<file path="src/rtl/ac_pkg.sv">
package ac_pkg;
  localparam int CH_W = 8;
  localparam int NUM_CH = 3;
  localparam int PIX_W = CH_W * NUM_CH;

  typedef logic [PIX_W-1:0] pix_t;

  typedef enum logic [1:0] {
    SRC_NONE  = 2'd0,
    SRC_SPR   = 2'd1,
    SRC_RECT  = 2'd2,
    SRC_BLEND = 2'd3
  } src_e;
endpackage

</file>
<file path="src/rtl/ac_rect_hit.sv">
module ac_rect_hit #(
  parameter int XW = 11,
  parameter int YW = 10,
  parameter int W  = 64,
  parameter int H  = 64
) (
  input  logic [XW-1:0] org_x,
  input  logic [YW-1:0] org_y,
  input  logic [XW-1:0] pos_x,
  input  logic [YW-1:0] pos_y,
  output logic          hit
);
  localparam int XE = XW + 1;
  localparam int YE = YW + 1;

  logic [XE-1:0] x_end;
  logic [YE-1:0] y_end;
  logic          in_x, in_y;

  always_comb begin
    x_end = {1'b0, org_x} + XE'(W);
    y_end = {1'b0, org_y} + YE'(H);
    in_x  = (pos_x >= org_x) && ({1'b0, pos_x} < x_end);
    in_y  = (pos_y >= org_y) && ({1'b0, pos_y} < y_end);
    hit   = in_x && in_y;
  end
endmodule

</file>
<file path="src/rtl/ac_chan_mix.sv">
module ac_chan_mix #(
  parameter int CW = 8,
  parameter int M  = 3,
  parameter int N  = 4
) (
  input  logic [CW-1:0] fg,
  input  logic [CW-1:0] bg,
  output logic [CW-1:0] mix
);
  localparam int SH = $clog2(N);
  localparam int PW = CW + SH + 1;
  localparam logic [PW-1:0] CMAX = PW'((1 << CW) - 1);

  logic [PW-1:0] acc;
  logic [PW-1:0] scaled;

  always_comb begin
    acc    = PW'(fg) * PW'(M) + PW'(bg) * PW'(N - M);
    scaled = acc >> SH;
    mix    = (scaled > CMAX) ? CMAX[CW-1:0] : scaled[CW-1:0];
  end
endmodule

</file>
<file path="src/rtl/ac_sync_delay.sv">
module ac_sync_delay #(
  parameter int DEPTH = 1,
  parameter int WIDTH = 3,
  parameter logic [WIDTH-1:0] RST_VAL = '1
) (
  input  logic             clk,
  input  logic             rst,
  input  logic [WIDTH-1:0] din,
  output logic [WIDTH-1:0] dout
);
  logic [WIDTH-1:0] stage [DEPTH];

  generate
    for (genvar i = 0; i < DEPTH; i++) begin : g_stage
      if (i == 0) begin : g_first
        always_ff @(posedge clk) begin
          if (rst) stage[0] <= RST_VAL;
          else     stage[0] <= din;
        end
      end else begin : g_next
        always_ff @(posedge clk) begin
          if (rst) stage[i] <= RST_VAL;
          else     stage[i] <= stage[i-1];
        end
      end
    end
  endgenerate

  assign dout = stage[DEPTH-1];
endmodule

</file>
<file path="src/rtl/alpha_compositor.sv">
module alpha_compositor #(
  parameter int HW        = 11,
  parameter int VW        = 10,
  parameter int SPR_W     = 64,
  parameter int SPR_H     = 64,
  parameter int RECT_SIZE = 128,
  parameter logic [23:0] RECT_COLOR = 24'hFF0000,
  parameter int ALPHA_M   = 3,
  parameter int ALPHA_N   = 4
) (
  input  logic          clk,
  input  logic          rst,
  input  logic [HW-1:0] hcount,
  input  logic [VW-1:0] vcount,
  input  logic [HW-1:0] sprite_x,
  input  logic [VW-1:0] sprite_y,
  input  logic [HW-1:0] rect_x,
  input  logic [VW-1:0] rect_y,
  input  logic [23:0]   sprite_rgb,
  input  logic          sprite_vld,
  input  logic          hsync,
  input  logic          vsync,
  input  logic          blank,
  output logic [23:0]   pix_out,
  output logic          hsync_o,
  output logic          vsync_o,
  output logic          blank_o
);
  import ac_pkg::*;

  localparam int LATENCY = 1;
  localparam int CW = CH_W;

  logic spr_in, spr_cov, rect_hit;
  pix_t blended, next_pix;
  src_e src;

  ac_rect_hit #(.XW(HW), .YW(VW), .W(SPR_W), .H(SPR_H)) u_spr_hit (
    .org_x(sprite_x), .org_y(sprite_y), .pos_x(hcount), .pos_y(vcount), .hit(spr_in)
  );

  ac_rect_hit #(.XW(HW), .YW(VW), .W(RECT_SIZE), .H(RECT_SIZE)) u_rect_hit (
    .org_x(rect_x), .org_y(rect_y), .pos_x(hcount), .pos_y(vcount), .hit(rect_hit)
  );

  assign spr_cov = spr_in && sprite_vld;

  generate
    for (genvar c = 0; c < NUM_CH; c++) begin : g_ch
      ac_chan_mix #(.CW(CW), .M(ALPHA_M), .N(ALPHA_N)) u_mix (
        .fg (sprite_rgb[c*CW +: CW]),
        .bg (RECT_COLOR[c*CW +: CW]),
        .mix(blended[c*CW +: CW])
      );
    end
  endgenerate

  always_comb begin
    src = src_e'({rect_hit, spr_cov});
    unique case (src)
      SRC_SPR:   next_pix = sprite_rgb;
      SRC_RECT:  next_pix = RECT_COLOR;
      SRC_BLEND: next_pix = blended;
      default:   next_pix = '0;
    endcase
  end

  always_ff @(posedge clk) begin
    if (rst) pix_out <= '0;
    else     pix_out <= next_pix;
  end

  ac_sync_delay #(.DEPTH(LATENCY), .WIDTH(3), .RST_VAL(3'b111)) u_sync (
    .clk (clk),
    .rst (rst),
    .din ({hsync, vsync, blank}),
    .dout({hsync_o, vsync_o, blank_o})
  );

  // reset drives idle outputs on the following cycle
  p_reset_idle_r1: assert property (@(posedge clk)
    rst |=> (pix_out == '0 && hsync_o && vsync_o && blank_o));

  // timing signals follow the inputs by one cycle
  p_sync_lag_r2: assert property (@(posedge clk) disable iff (rst)
    !$past(rst) |-> (hsync_o == $past(hsync) && vsync_o == $past(vsync)
                     && blank_o == $past(blank)));

  // sprite-only pixels pass unchanged
  p_spr_pass_r3: assert property (@(posedge clk) disable iff (rst)
    (!$past(rst) && $past(spr_cov && !rect_hit)) |-> pix_out == $past(sprite_rgb));

  // rectangle-only pixels carry the fixed colour
  p_rect_pass_r4: assert property (@(posedge clk) disable iff (rst)
    (!$past(rst) && $past(!spr_cov && rect_hit)) |-> pix_out == RECT_COLOR);

  // uncovered pixels are black
  p_empty_black_r5: assert property (@(posedge clk) disable iff (rst)
    (!$past(rst) && $past(!spr_cov && !rect_hit)) |-> pix_out == '0);

  // blending two equal colours returns that colour
  p_equal_blend_r6: assert property (@(posedge clk) disable iff (rst)
    (!$past(rst) && $past(spr_cov && rect_hit && sprite_rgb == RECT_COLOR))
      |-> pix_out == RECT_COLOR);
endmodule

</file>
<file path="config.mk">
export PLATFORM = sky130hd
export DESIGN_NAME = alpha_compositor
export DESIGN_NICKNAME = d
export VERILOG_FILES = /design/src/rtl/ac_pkg.sv /design/src/rtl/ac_rect_hit.sv /design/src/rtl/ac_chan_mix.sv /design/src/rtl/ac_sync_delay.sv /design/src/rtl/alpha_compositor.sv
export SDC_FILE = /design/constraint.sdc
export NUM_CORES = 1
export LEC_CHECK = 0
export BUFFER_PORTS_ARGS = -buffer_cell sky130_fd_sc_hd__buf_2
export CAP_MARGIN = 20
export CORE_MARGIN = 2
export CORE_UTILIZATION = 30
export DETAILED_ROUTE_END_ITERATION = 10
export PLACE_DENSITY = 0.54
export SKIP_LAST_GASP = 1
export SLEW_MARGIN = 15
export SYNTH_ARGS = -nofsm -noshare
export SYNTH_HDL_FRONTEND = slang
export SYNTH_SLANG_ARGS = --single-unit
</file>
<file path="constraint.sdc">
create_clock -name clk -period 5.27 [get_ports clk]
set_input_delay 0.527 -clock clk [delete_from_list [all_inputs] [get_ports clk]]
set_output_delay 0.527 -clock clk [all_outputs]
set_load 0.02 [all_outputs]
</file>
==> metrics.log <==
[metrics] result of the run: completed
[metrics] vias in the first global route: 3401
[metrics] measured slew at the worst slew-check pin: 0.5986 ns
[metrics] Fill cells: 1277
[metrics] largest net degree at the start of global routing: 27
[metrics] maximum fanout encountered on the critical timing path: 16
[metrics] library cell with the highest instance count after synthesis: ha_1
[metrics] fraction of power spent switching nets: 33.85%
[metrics] count of final setup violators: 0
[metrics] initial core utilization: 30.37%
[metrics] worst setup path category: in -> reg
[metrics] endpoints failing hold: 0
[metrics] Min-Delay Path Class: in -> reg
[metrics] vertical die dimension: 113.8 um
[metrics] Mapped Area: 0.003617 mm2
[metrics] post-synthesis average cell area: 8.129 um2
[metrics] clock tree from TritonCTS: built
[metrics] area of the placeable core: between 0.01 and 0.015 mm2
[metrics] power density over cell area: 157.8 mW/mm2
[metrics] drt initial violations: 107
[metrics] standard cell area after detailed placement: 0.004365 mm2
[metrics] fin nets: around 750
[metrics] Final HPWL DP: 7.593 mm
[metrics] I/O pin count: 120
[metrics] Max Cap Viol: 0
[metrics] total number of yosys warnings: 0
[metrics] Overall Global Routing Usage: 13.21%
[metrics] average vias per placed instance: 4.818
[metrics] die area: 0.01295 mm2
[metrics] via count: 3421
[metrics] clock group share of total power: 24.2%
[metrics] Crit path largest cell delay: 0.66 ns
[metrics] relative slew slack: about 60%
[metrics] share of the clock period used by the worst path after layout: 65.55%
[metrics] relative contribution of combinational cells to total power: 45.9%
[metrics] floorplan die width: 113.8 um
[metrics] Overflow after GRT: 0
[metrics] worst slack on hold paths: 0.4477 ns
[metrics] aggregate routed wire length: 8.697 mm
[metrics] most frequent cell on the critical path: ha_1
[metrics] H-Tree Level Count: 1
[metrics] proportion of synthesized chip area in sequential cells: roughly 15%
[metrics] commonest cells in the netlist: ha_1 (89), inv_1 (69), nor2_1 (32)
[metrics] Hold Path End: u_sync.stage[0][2]$_SDFF_PP1_
[metrics] overall power consumption: 0.7012 mW
[metrics] async set or reset register ratio after synthesis: 0%
[metrics] min-delay src: hsync
[metrics] buffer depth of the longest clock path: 2
[metrics] clock edge transition at the registers on the reported setup and hold paths: 0.06 ns
[metrics] share of power burned in registers: between 20 and 30%
[metrics] distinct cell type count of the synthesized netlist: 53
[metrics] WHS Path Cells: 2
[metrics] cell type with the largest total area after synthesis: ha_1
[metrics] startpoint type of the worst setup path: primary input
[metrics] count of standard-cell rows: 40
[metrics] antenna diode count: 0
[metrics] Initial DRT Pass Iterations: 4
[metrics] Req. time, crit path: 5.45 ns
[metrics] number of enable-type register cells in the synthesized netlist: 0
[metrics] area share of the leading cell type in the synthesized netlist: roughly 30%
[metrics] count of state elements after synthesis: 27
[metrics] chain of cells forming the critical path: buf_2 -> ha_1 -> xnor2_1 -> ha_1 -> a41o_1 -> a21oi_1 -> o221ai_1 -> or3_1 -> or4_1 -> or2_1 -> a211oi_2
[metrics] net switching power: 0.2374 mW
[metrics] number of antenna violations at the first check in global routing: 0
[metrics] first-pass GRT wire length: 14.55 mm
[metrics] number of max-slew violations in the final report: 0
[metrics] Post CTS Setup Buffer Count: 0
[metrics] routed length per instance: 12.25 um
[metrics] Root Buffer: clkbuf_16
[metrics] setup repair after global routing missed its margin: no
[metrics] share of final-layout standard cells stronger than drive strength 1: around a quarter
[metrics] largest vdd supply drop: 0.0001083 V
[metrics] number of gates resized after CTS: 0
[metrics] post-synthesis instance total: 445
[metrics] element type at the critical path end: register
[metrics] syn_nets: 629
[metrics] max frequency: a little under 0.3 GHz
[metrics] clock buffer count from CTS: 3
[metrics] count of buffers from port buffering: 119
[metrics] placer's final routability congestion estimate: 0.8569
[metrics] summed negative setup slack over all endpoints: 0 ns
[metrics] DRC violation count after routing: 0
[metrics] area delta synth->final: 22.86%
[metrics] remaining antenna violation count: 0
[metrics] CTS Hold Buffers Added: 0
[metrics] primary flip-flop cell chosen by synthesis mapping: dfxtp_1
[metrics] min Tclk post-route: 3.454 ns
[metrics] Lkg Pwr: 2.478 nW
[metrics] synth top area cells: ha_1 (31%), dfxtp_1 (15%), inv_1 (7.2%), mux2i_1 (4.2%), a21oi_1 (4.0%)
[metrics] CP max stage cell: or4_1
[metrics] internal power component: 0.4638 mW
[metrics] Post-Layout Inst Area: 0.004444 mm2
[metrics] data arrival time of the critical path: 3.64 ns
[metrics] CTS sink cnt: 27
sequential cells by signal, indices dropped and copies added, names as in the netlist:
name and flops:
pix_out 24, u_sync.stage 3
stage by stage:
step           worst slack (ns)  utilization (%)  std cells
6_report                  1.816            37.31        710
5_1_grt                   1.628            37.31        710
4_1_cts                   1.793            37.31        710
3_5_place_dp              1.523            36.65        706
3_3_place_gp              1.611            36.65        706
2_1_floorplan             2.133                -        445
area by class of cell:
cell class / instances / area, um2 / area share (%)
sequential: 27 / 540.5 / 12.16
timing repair buffer: 120 / 603.1 / 13.57
inverter: 69 / 259.0 / 5.828
tap: 147 / 183.9 / 4.139
clock buffer: 4 / 78.83 / 1.774
multi-input combinational: 343 / 2779 / 62.53
worst max-delay path by stage:
stage | startpoint | to | cells past startpoint
2_1_floorplan | sprite_y[6] | pix_out[10]$_SDFF_PP0_ | 13
3_3_place_gp | sprite_y[6] | pix_out[7]$_SDFF_PP0_ | 11
3_5_place_dp | sprite_y[6] | pix_out[7]$_SDFF_PP0_ | 11
4_1_cts | sprite_y[6] | pix_out[7]$_SDFF_PP0_ | 11
5_1_grt | sprite_y[6] | pix_out[7]$_SDFF_PP0_ | 11
6_report | sprite_y[6] | pix_out[7]$_SDFF_PP0_ | 11
layer usage:
metal  vias up  GRT usage [%]  wire length, um
li1       1823              -                -
met1      1527          16.66             3982
met2        63          24.47             4282
met3         8          1.222              339
met4         0          2.683               92
met5         -              0                0
power groups by stage:
stage	registers (mW)	logic [mW]	clock network, mW
5_1_grt	0.210	0.372	0.188
3_3_place_gp	0.214	0.317	0
3_5_place_dp	0.214	0.324	0
6_report	0.210	0.322	0.170
4_1_cts	0.209	0.326	0.177
2_1_floorplan	0.220	0.216	0
cell families (layout without fill, tap and decap cells):
group	Yosys count	count (layout)	synth area share, %
AO/OA/AOI/OAI	100	100	18.61
XOR/XNOR	23	23	5.569
adder cells (fa/ha/maj)	91	91	31.89
buffers and inverters	75	193	8.232
flip-flops	27	27	14.94
multiplexers	16	16	4.462
AND/OR/NAND/NOR	113	113	16.29
cell usage in the layout, fill, tap and decap left out, drive strengths merged, types with 2 or more instances in the layout:
cell    instances
o21bai          2
nand4           8
nor2b           5
inv            69
o211ai          2
clkbuf          4
or3             5
nor2           32
o21ai          17
or2             7
or4             2
buf           120
nand2b         11
a21boi          4
xnor2          16
o32ai           7
o221ai          2
mux2i          15
o311ai          3
nor3            6
dfxtp          27
nand2          10
ha             89
a211oi          7
a21oi          29
o31ai           2
fa              2
a21o           10
and2            3
a31oi           2
and3            6
nand3          12
xor2            7
nand3b          3
o21a            3
worst max-delay path: cells and delay by family:
kind	cells	cell delay [ns]
AND/OR/NAND/NOR	3	1.55
AO/OA/AOI/OAI	4	0.76
adder cells (fa/ha/maj)	2	0.53
XOR/XNOR	1	0.14
buffers and inverters	1	0.13
Power figures use the tool's default switching activity.
